$ cat config.mk
export PLATFORM = sky130hd
export DESIGN_NAME = opstat_reporter
export DESIGN_NICKNAME = d
export VERILOG_FILES = /design/src/rtl/opstat_pkg.sv /design/src/rtl/opstat_access.sv /design/src/rtl/opstat_toggle.sv /design/src/rtl/opstat_mux.sv /design/src/rtl/opstat_reporter.sv
export SDC_FILE = /design/constraint.sdc
export NUM_CORES = 1
export LEC_CHECK = 0
export BUFFER_PORTS_ARGS = -buffer_cell sky130_fd_sc_hd__buf_2
export CAP_MARGIN = 20
export CORE_AREA = 8 8 45 47
export DETAILED_ROUTE_END_ITERATION = 7
export DIE_AREA = 0 0 53 55
export GPL_TIMING_DRIVEN = 0
export HOLD_SLACK_MARGIN = 0.06
export PLACE_DENSITY = 0.74
export SYNTH_ARGS = -nofsm -noshare
export SYNTH_HDL_FRONTEND = slang
export SYNTH_SLANG_ARGS = --single-unit
$ cat constraint.sdc
create_clock -name clk -period 1.2 [get_ports clk]
set_input_delay 0.12 -clock clk [delete_from_list [all_inputs] [get_ports clk]]
set_output_delay 0.12 -clock clk [all_outputs]
set_load 0.005 [all_outputs]
$ cat src/rtl/opstat_pkg.sv
package opstat_pkg;
  localparam int unsigned WORD_W_DEF   = 16;
  localparam int unsigned POLL_POS_DEF = 7;
  localparam int unsigned TOG_POS_DEF  = 6;

  typedef enum logic {
    OPK_PROGRAM = 1'b0,
    OPK_ERASE   = 1'b1
  } op_kind_e;
endpackage

$ cat src/rtl/opstat_access.sv
// Detects the start of a read access: both enables low for the first cycle.
module opstat_access (
  input  logic clk,
  input  logic rst_n,
  input  logic ce_n,
  input  logic oe_n,
  output logic rd_en,
  output logic acc_start
);
  logic en_q;

  assign rd_en     = ~ce_n & ~oe_n;
  assign acc_start = rd_en & ~en_q;

  always_ff @(posedge clk or negedge rst_n) begin
    if (!rst_n) en_q <= 1'b0;
    else        en_q <= rd_en;
  end
endmodule

$ cat src/rtl/opstat_toggle.sv
// Toggle state; the advanced value is visible in the cycle of the advance.
module opstat_toggle (
  input  logic clk,
  input  logic rst_n,
  input  logic adv,
  output logic tog_now
);
  logic tog_q;

  assign tog_now = tog_q ^ adv;

  always_ff @(posedge clk or negedge rst_n) begin
    if (!rst_n) tog_q <= 1'b0;
    else        tog_q <= tog_now;
  end
endmodule

$ cat src/rtl/opstat_mux.sv
// Builds the status word and selects between status, array data and idle bus.
module opstat_mux
  import opstat_pkg::*;
#(
  parameter int unsigned WORD_W   = WORD_W_DEF,
  parameter int unsigned POLL_POS = POLL_POS_DEF,
  parameter int unsigned TOG_POS  = TOG_POS_DEF
) (
  input  logic              rd_en,
  input  logic              busy,
  input  op_kind_e          op_kind,
  input  logic [WORD_W-1:0] load_word,
  input  logic [WORD_W-1:0] array_word,
  input  logic              tog,
  output logic [WORD_W-1:0] rd_word
);
  logic              poll_bit;
  logic [WORD_W-1:0] status_word;

  assign poll_bit = (op_kind == OPK_ERASE) ? 1'b0 : ~load_word[POLL_POS];

  for (genvar b = 0; b < WORD_W; b++) begin : g_stat
    if (b == POLL_POS) begin : g_poll
      assign status_word[b] = poll_bit;
    end else if (b == TOG_POS) begin : g_tog
      assign status_word[b] = tog;
    end else begin : g_zero
      assign status_word[b] = 1'b0;
    end
  end

  always_comb begin
    if (!rd_en)    rd_word = '0;
    else if (busy) rd_word = status_word;
    else           rd_word = array_word;
  end
endmodule

$ cat src/rtl/opstat_reporter.sv
module opstat_reporter
  import opstat_pkg::*;
#(
  parameter int unsigned WORD_W   = WORD_W_DEF,
  parameter int unsigned POLL_POS = POLL_POS_DEF,
  parameter int unsigned TOG_POS  = TOG_POS_DEF
) (
  input  logic              clk,
  input  logic              rst_n,
  input  logic              ce_n,
  input  logic              oe_n,
  input  logic              busy,
  input  logic              op_erase,
  input  logic [WORD_W-1:0] load_word,
  input  logic [WORD_W-1:0] array_word,
  output logic [WORD_W-1:0] rd_word,
  output logic              rd_oe
);
  logic     rd_en;
  logic     acc_start;
  logic     tog_now;
  op_kind_e op_kind;

  assign op_kind = op_kind_e'(op_erase);
  assign rd_oe   = rd_en;

  opstat_access u_acc (
    .clk       (clk),
    .rst_n     (rst_n),
    .ce_n      (ce_n),
    .oe_n      (oe_n),
    .rd_en     (rd_en),
    .acc_start (acc_start)
  );

  opstat_toggle u_tog (
    .clk     (clk),
    .rst_n   (rst_n),
    .adv     (acc_start & busy),
    .tog_now (tog_now)
  );

  opstat_mux #(
    .WORD_W   (WORD_W),
    .POLL_POS (POLL_POS),
    .TOG_POS  (TOG_POS)
  ) u_mux (
    .rd_en      (rd_en),
    .busy       (busy),
    .op_kind    (op_kind),
    .load_word  (load_word),
    .array_word (array_word),
    .tog        (tog_now),
    .rd_word    (rd_word)
  );
endmodule

# Yosys cells after proc, flatten, opt, wreduce, memory -nomap -nowiden
# Cells that the tools add are included.
[totals] register_bits=2 latchBits=0 ramBits=0 romBits=0 input_bits=38 output_inout_bits=17 elab_cells=13 n_memories=0
[op_classes] add_sub_neg=0 n_mul=0 div_mod_pow=0 magnitude_cmp=0 eq_ne=0 shifts=0 mux=3 bitwise_logic=8 reduce_logical=0
[ops] cell="two-way mux 16 bit" count=2
[ops] cell="NOT 1 bit" count=4
[ops] cell="bitwise AND 1 bit" count=3
[ops] cell="two-way mux 1 bit" count=1
[ops] cell="bitwise XOR 1 bit" count=1

# Logic depth before layout (Yosys ltp)
# Gate-level depths: netlist (run 1).
[depth] ltp_word=7 depth_mapped=3 depth_no_buf=2

# Hierarchy
# Synthesis (run 1) repeated with hierarchy kept, for this count alone.
[hier_totals] cells_unflattened=26 hier_area_um2=227.7
[by_module_without_submodules] module="opstat_mux" n_inst=1 cells_each=20 area_each_um2=148.9
[by_module_without_submodules] module="opstat_access" n_inst=1 cells_each=3 area_each_um2=38.8
[by_module_without_submodules] module="opstat_toggle" n_inst=1 cells_each=2 area_each_um2=33.8
[by_module_without_submodules] module="opstat_reporter" n_inst=1 cells_each=1 area_each_um2=6.3

# Worst setup path after synthesis (run 1)
# No wires, ideal clock.
[synth_timing] kind="register -> output" startpoint="register u_acc.en_q" endpoint="output rd_word[6]" arrival_time_ps=761 required_ps=1080 setup_slack_ps=319 path_stages_with_launch=3 cell_sequence="dfrtp_1 -> xnor2_1 -> a31o_2"
[synth_between] elab_chain_cells=6
[synth_lines] item="from (decl)" line="opstat_access.sv:10" rtl="logic en_q;"
[synth_lines] item="from (signal assigned)" line="opstat_access.sv:17" rtl="else en_q <= rd_en;"
[synth_lines] item="NOT 1 bit" line="opstat_access.sv:13" rtl="assign acc_start = rd_en & ~en_q;"
[synth_lines] item="bitwise AND 1 bit" line="opstat_access.sv:13"
[synth_lines] item="bitwise AND 1 bit" line="opstat_reporter.sv:39" rtl=".adv (acc_start & busy),"
[synth_lines] item="bitwise XOR 1 bit" line="opstat_toggle.sv:10" rtl="assign tog_now = tog_q ^ adv;"
[synth_lines] item="two-way mux 16 bit" line="opstat_mux.sv:34" rtl="else if (busy) rd_word = status_word;"
[synth_lines] item="two-way mux 16 bit" line="opstat_mux.sv:33" rtl="if (!rd_en) rd_word = '0;"
[synth_lines] item="to (decl)" line="opstat_reporter.sv:16" rtl="output logic [WORD_W-1:0] rd_word,"
# Every way passes these cells.

# Final worst setup path (run 1)
[layout_timing] startpoint="register u_tog.tog_q" endpoint="output rd_word[6]"
[layout_between] elab_chain_cells=3
[layout_lines] item="from (decl)" line="opstat_toggle.sv:8" rtl="logic tog_q;"
[layout_lines] item="from (signal assigned)" line="opstat_toggle.sv:14" rtl="else tog_q <= tog_now;"
[layout_lines] item="bitwise XOR 1 bit" line="opstat_toggle.sv:10"
[layout_lines] item="two-way mux 16 bit" line="opstat_mux.sv:34"
[layout_lines] item="two-way mux 16 bit" line="opstat_mux.sv:33"
# Every way passes these cells.

==> impl_metrics.json, run 1 <==
{
  "result_of_the_run": "completed",
  "worst_skew_pair.late_latency_ns": 0.22,
  "finalSetupViolations": 0,
  "floorplan.die.width_microns": 53,
  "ff2ff_setup_slack_ns": 0.20,
  "r2r-start": "u_acc.en_q",
  "detail_route_antenna_nets": 0,
  "avgViaCountPerCell": 4.05,
  "drt_wirelength_mm": 1.07,
  "setup_ws_ns": 0.0391,
  "arrival_time_of_data_at_the_critical_path_endpoint_ns": 1.04,
  "final_net_count": 112,
  "max-clock-path-buffers": 2,
  "crit_path_max_incr_delay_ns": 0.38,
  "synth-seq-cells": 2,
  "diodes": 0,
  "numCtsBuffers": 3,
  "area_growth_from_synthesis_to_layout_pct": 104,
  "critical_path_class": "reg2out",
  "path_delay_family": "flip-flops",
  "critical_path.startpoint_type": "flip-flop",
  "dpl-instance-area_sq_um": 467,
  "internal-power_mw": 0.298,
  "cpMaxStageDelayCell": "sky130_fd_sc_hd__dfrtp_1",
  "critical_path.max_fanout": 2,
  "comb_power_share_pct": 39.1,
  "layout_min_cycle_time_ns": 1.16,
  "clock_share_of_power_pct": 36.0,
  "syn_avg_cell_area_sq_um": 9.31,
  "globalplace.congestion": 0.707,
  "std_cell_rows": 14,
  "ctsHtreeMaxLevel": 1,
  "p_leak_nw": 0.311,
  "detailroute.via_count": 356,
  "timing.max_cap.violations": 0,
  "slew_headroom_pct": 83.0,
  "clkSinkCount": 2,
  "tritoncts": "done",
  "vdd_drop_max_v": 0.000473,
  "finalMaxSlewViolations": 0,
  "synthCells": 27,
  "final_design_area_no_fill_sq_um": 514,
  "final.setup.tns_ns": 0,
  "fin_skew_ns": 0.00321,
  "starting_density_of_the_core_pct": 18.2,
  "finalCritPeriodShare_pct": 96.7,
  "post_route_cells_drive_above_1_share_pct": 68.1,
  "design.portCount": 55,
  "crit_chain": "xnor2_1 -> a31o_2 -> buf_2",
  "buffer_type_at_the_clock_tree_root": "sky130_fd_sc_hd__clkbuf_4",
  "switching_power_mw": 0.105,
  "crit_path_end_kind": "output pin",
  "worst_setup_path_startpoint": "u_tog.tog_q",
  "grt-ovfl-total": 0,
  "drt_first_iter_violations": 2,
  "path_buf_inv": 1,
  "chip_height_microns": 55,
  "routedWlPerCell_microns": 12.2,
  "first_pass_iters": 4,
  "hpwlAfterDp_microns": 909,
  "grt_max_degree": 11,
  "seq_power_share_pct": 24.9,
  "worst-slew-pin-transition_ns": 0.252,
  "grt_pass1_wl_mm": 1.62,
  "yosys.cell_types.count": 13,
  "hold_viol_final": 0,
  "timing.critical_path.required_ns": 1.08,
  "netlist_area_sq_um": 251,
  "core_sq_mm": 0.00138,
  "antenna_found_initial": 0,
  "grt_usage_pct": 7.21,
  "rsz0062_at_grt": "false",
  "hold_path.class": "in2async",
  "power.share.switching_pct": 26.1,
  "place.port_buffers": 39,
  "grt_pass1_vias": 411,
  "clkSlewWorstSetupHoldPaths_ns": 0.03,
  "ys_warn_count": 0,
  "post_synthesis_net_count": 65,
  "drcViolationCount": 0,
  "fmax_mhz": 861,
  "die_area_sq_mm": 0.00292,
  "power.density_cell_area_mw_per_mm2": 784,
  "synth.yosys.seq_area_share_pct": 19.9,
  "preCtsSetupSlack_ns": 0.172
}
-- repair_timing --
action                                  CTS  global route
endpoints found under the setup margin    1             0
buffers inserted                          2             0
gates resized for setup                   0             0
hold buffers                              1             0
hold endpoints to repair                  2             0
-- sequential cells by signal, summed over array words and instances, names as in the netlist --
signal       flops
u_tog.tog_q      1
u_acc.en_q       1
-- cells in the final DEF (no fill, tap or decap), types with 2 or more instances in the layout --
master	count
sky130_fd_sc_hd__clkbuf_4	3
sky130_fd_sc_hd__buf_2	39
sky130_fd_sc_hd__dfrtp_1	2
sky130_fd_sc_hd__and2_1	14
sky130_fd_sc_hd__buf_4	2
-- path summary, 6_finish.rpt --
check	end	cells after the start
setup / recovery	rd_word[6]	3
hold / removal	u_tog.tog_q	2
setup reg to reg	u_tog.tog_q	3
hold reg to reg	u_tog.tog_q	2
max in group asynchronous	u_acc.en_q	2
min in group clk	u_acc.en_q	2
-- cell families (layout without fill, tap and decap cells) --
group | after synthesis | count (layout) | synth area share, %
simple gates | 20 | 20 | 62.2
compound gates | 2 | 2 | 6.47
xor+xnor | 2 | 2 | 6.97
flops | 2 | 2 | 19.9
buf+inv | 1 | 46 | 4.48
-- synthesized netlist by cell type, drive strengths merged --
master,number,area share (%)
and2,14,35
dfrtp,2,20
nor4b,2,13
a31o,1,3.5
and2b,1,3.5
buf,1,4.5
nor2,1,1.5
nor3,1,6.5
nor3b,1,3.0
o21a,1,3.0
xnor2,1,3.5
xor2,1,3.5
-- power by group through the flow --
| stage | Sequential, mW | Combinational (mW) | Clock [mW] |
|---|---|---|---|
| floorplan | 0.102 | 0.0592 | 0 |
| global placement | 0.103 | 0.125 | 0 |
| detailed placement | 0.104 | 0.126 | 0 |
| CTS | 0.0992 | 0.159 | 0.156 |
| global route | 0.102 | 0.172 | 0.154 |
| finish | 0.100 | 0.157 | 0.145 |
-- cell type report --
cell class | instances | area, sq um
buffer | 1 | 11.3
tap | 16 | 20.0
timing repair buffer | 42 | 220
sequential | 2 | 50.0
multi-input combinational | 24 | 190
clock buffer | 3 | 22.5
fill | 157 | 870
-- layer usage --
metal	GRT usage [%]	share of wire [%]
met1	6.08	31
met2	13.5	55
met3	2.94	14
met4	5.17	0
met5	0	0
-- metrics by stage --
step	std cells	utilization [%]	power (mW)	hold slack, ns
floorplan	27	-	0.161	-0.176
global placement	82	33.7	0.228	-0.0953
detailed placement	82	33.7	0.229	-0.0909
CTS	88	37.2	0.414	0.204
global route	88	37.2	0.428	0.230
finish	88	37.2	0.403	0.219
No activity file was read; power rests on OpenSTA's default activity.
==> run 2, diff against run 1 <==
--- a/config.mk
+++ b/config.mk
@@ -12,7 +12,7 @@
 export DIE_AREA = 0 0 53 55
 export GPL_TIMING_DRIVEN = 0
 export HOLD_SLACK_MARGIN = 0.06
-export PLACE_DENSITY = 0.74
+export PLACE_DENSITY = 0.7
 export SYNTH_ARGS = -nofsm -noshare
 export SYNTH_HDL_FRONTEND = slang
 export SYNTH_SLANG_ARGS = --single-unit
==> impl_metrics.json, run 2 (synthesis gave the netlist of run 1 again) <==
{
  "power.share.switching_pct": 26.4,
  "critical_path.startpoint_type": "flip-flop",
  "finalMaxSlewViolations": 0,
  "routedWlPerCell_microns": 11.4,
  "final_net_count": 112,
  "area_growth_from_synthesis_to_layout_pct": 104,
  "cts_resizes": 0,
  "hold_viol_final": 0,
  "hold_path.class": "in2async",
  "layout_min_cycle_time_ns": 1.16,
  "die_area_sq_mm": 0.00292,
  "fmax_mhz": 861,
  "timing.critical_path.required_ns": 1.08,
  "setup_ws_ns": 0.0383,
  "avgViaCountPerCell": 4.06,
  "design.portCount": 55,
  "std_cell_rows": 14,
  "finalCritPeriodShare_pct": 96.8,
  "clock_share_of_power_pct": 36.2,
  "multi_input_area_sq_um": 190,
  "ctsHtreeMaxLevel": 1,
  "detail_route_antenna_nets": 0,
  "slew_headroom_pct": 82.9,
  "first_pass_iters": 1,
  "regArea_sq_um": 50.0,
  "comb_power_share_pct": 38.9,
  "drt_wirelength_mm": 1.00,
  "regToRegEndpoint": "u_tog.tog_q",
  "arrival_time_of_data_at_the_critical_path_endpoint_ns": 1.04,
  "switching_power_mw": 0.107,
  "clkSlewWorstSetupHoldPaths_ns": 0.03,
  "max-clock-path-buffers": 2,
  "r2r-start": "u_acc.en_q",
  "filler_cells_inserted": 157,
  "grt-ovfl-total": 0,
  "internal-power_mw": 0.298,
  "timing.max_cap.violations": 0,
  "instances_no_fill": 88,
  "result_of_the_run": "completed",
  "preCtsSetupSlack_ns": 0.179,
  "p_leak_nw": 0.311,
  "grt_usage_pct": 6.56,
  "worst_skew_pair.late_latency_ns": 0.22,
  "worst_setup_path_startpoint": "u_tog.tog_q",
  "power.density_cell_area_mw_per_mm2": 787,
  "rr_worst_depth": 3,
  "regs_by_ff_count": "u_acc.en_q: 1 flops, u_tog.tog_q: 1 flops",
  "layout_commonest_cell": "sky130_fd_sc_hd__buf_2",
  "drt_first_iter_violations": 0,
  "post-route-util_pct": 37.2,
  "rsz0062_at_grt": "false",
  "place.port_buffers": 39,
  "place.detailed.instances": 82,
  "numCtsBuffers": 3,
  "diodes": 0,
  "core_sq_mm": 0.00138,
  "globalplace.congestion": 0.663,
  "finalSetupViolations": 0,
  "grt_max_degree": 11,
  "buffer_type_at_the_clock_tree_root": "sky130_fd_sc_hd__clkbuf_4",
  "grt_pass1_wl_mm": 1.45,
  "drcViolationCount": 0,
  "final.setup.tns_ns": 0,
  "tritoncts": "done",
  "floorplan.die.width_microns": 53,
  "final_cell_mix": "sky130_fd_sc_hd__buf_2 (39), sky130_fd_sc_hd__and2_1 (14), sky130_fd_sc_hd__clkbuf_4 (3)",
  "seq_power_share_pct": 24.9,
  "detailroute.via_count": 357,
  "critical_path.max_fanout": 2,
  "grt_pass1_vias": 354,
  "fin_skew_ns": 0.000439,
  "hpwlAfterDp_microns": 879,
  "clkSinkCount": 2,
  "post_route_cells_drive_above_1_share_pct": 68.1,
  "worst-slew-pin-transition_ns": 0.253,
  "antenna_found_initial": 0,
  "chip_height_microns": 55,
  "crit_path_end_kind": "output pin",
  "critical_path_class": "reg2out",
  "starting_density_of_the_core_pct": 18.2,
  "vdd_drop_max_v": 0.000403,
  "ff2ff_setup_slack_ns": 0.21
}
[run 2: per-layer routing]
layer / vias up / track usage, % / wire, microns
met2: 20 / 10.5 / 534
li1: 180 / - / -
met3: 0 / 1.87 / 118
met1: 157 / 6.69 / 348
met5: - / 0 / 0
met4: 0 / 6.47 / 0
[run 2: worst max-delay path, stage by stage, from the launching register on]
cell and delay [ns]:
sky130_fd_sc_hd__dfrtp_1 0.38, sky130_fd_sc_hd__xnor2_1 0.13, sky130_fd_sc_hd__a31o_2 0.19, sky130_fd_sc_hd__buf_2 0.12
[run 2: worst max-delay path by stage]
stage	end	slack, ns	cells after the start
finish	rd_word[6]	0.04	3
global route	rd_word[6]	0.0006	3
detailed placement	rd_word[10]	0.18	5
CTS	rd_word[6]	0.02	3
floorplan	rd_word[6]	0.32	2
global placement	rd_word[6]	0.19	3
[run 2: cell type report]
type | count | share of cell area, %
plain buffers | 1 | 2.19
clock buffers | 3 | 4.38
multi-input cells | 24 | 37.0
flip-flops and latches | 2 | 9.73
well taps | 16 | 3.89
repair buffers | 42 | 42.8
[run 2: repair_timing]
item,CTS,global route
setup endpoints to repair,1,0
hold buffers,1,0
hold endpoints to repair,2,0
buffers inserted,2,0
[run 2: power by group through the flow]
| stage | Sequential (mW) | Clock, mW | Combinational (mW) |
|---|---|---|---|
| 3_5_place_dp | 0.105 | 0 | 0.125 |
| 5_1_grt | 0.102 | 0.157 | 0.171 |
| 6_report | 0.101 | 0.147 | 0.158 |
| 4_1_cts | 0.101 | 0.158 | 0.159 |
| 2_1_floorplan | 0.102 | 0 | 0.0592 |
| 3_3_place_gp | 0.104 | 0 | 0.124 |
[run 2: stage by stage]
step | cell area (sq um) | power [mW] | hold slack (ns)
after global routing | 514 | 0.431 | 0.208
after global placement | 467 | 0.228 | -0.0936
after detailed placement | 467 | 0.230 | -0.0905
after floorplan | 251 | 0.161 | -0.176
final | 514 | 0.405 | 0.210
after CTS | 514 | 0.418 | 0.200
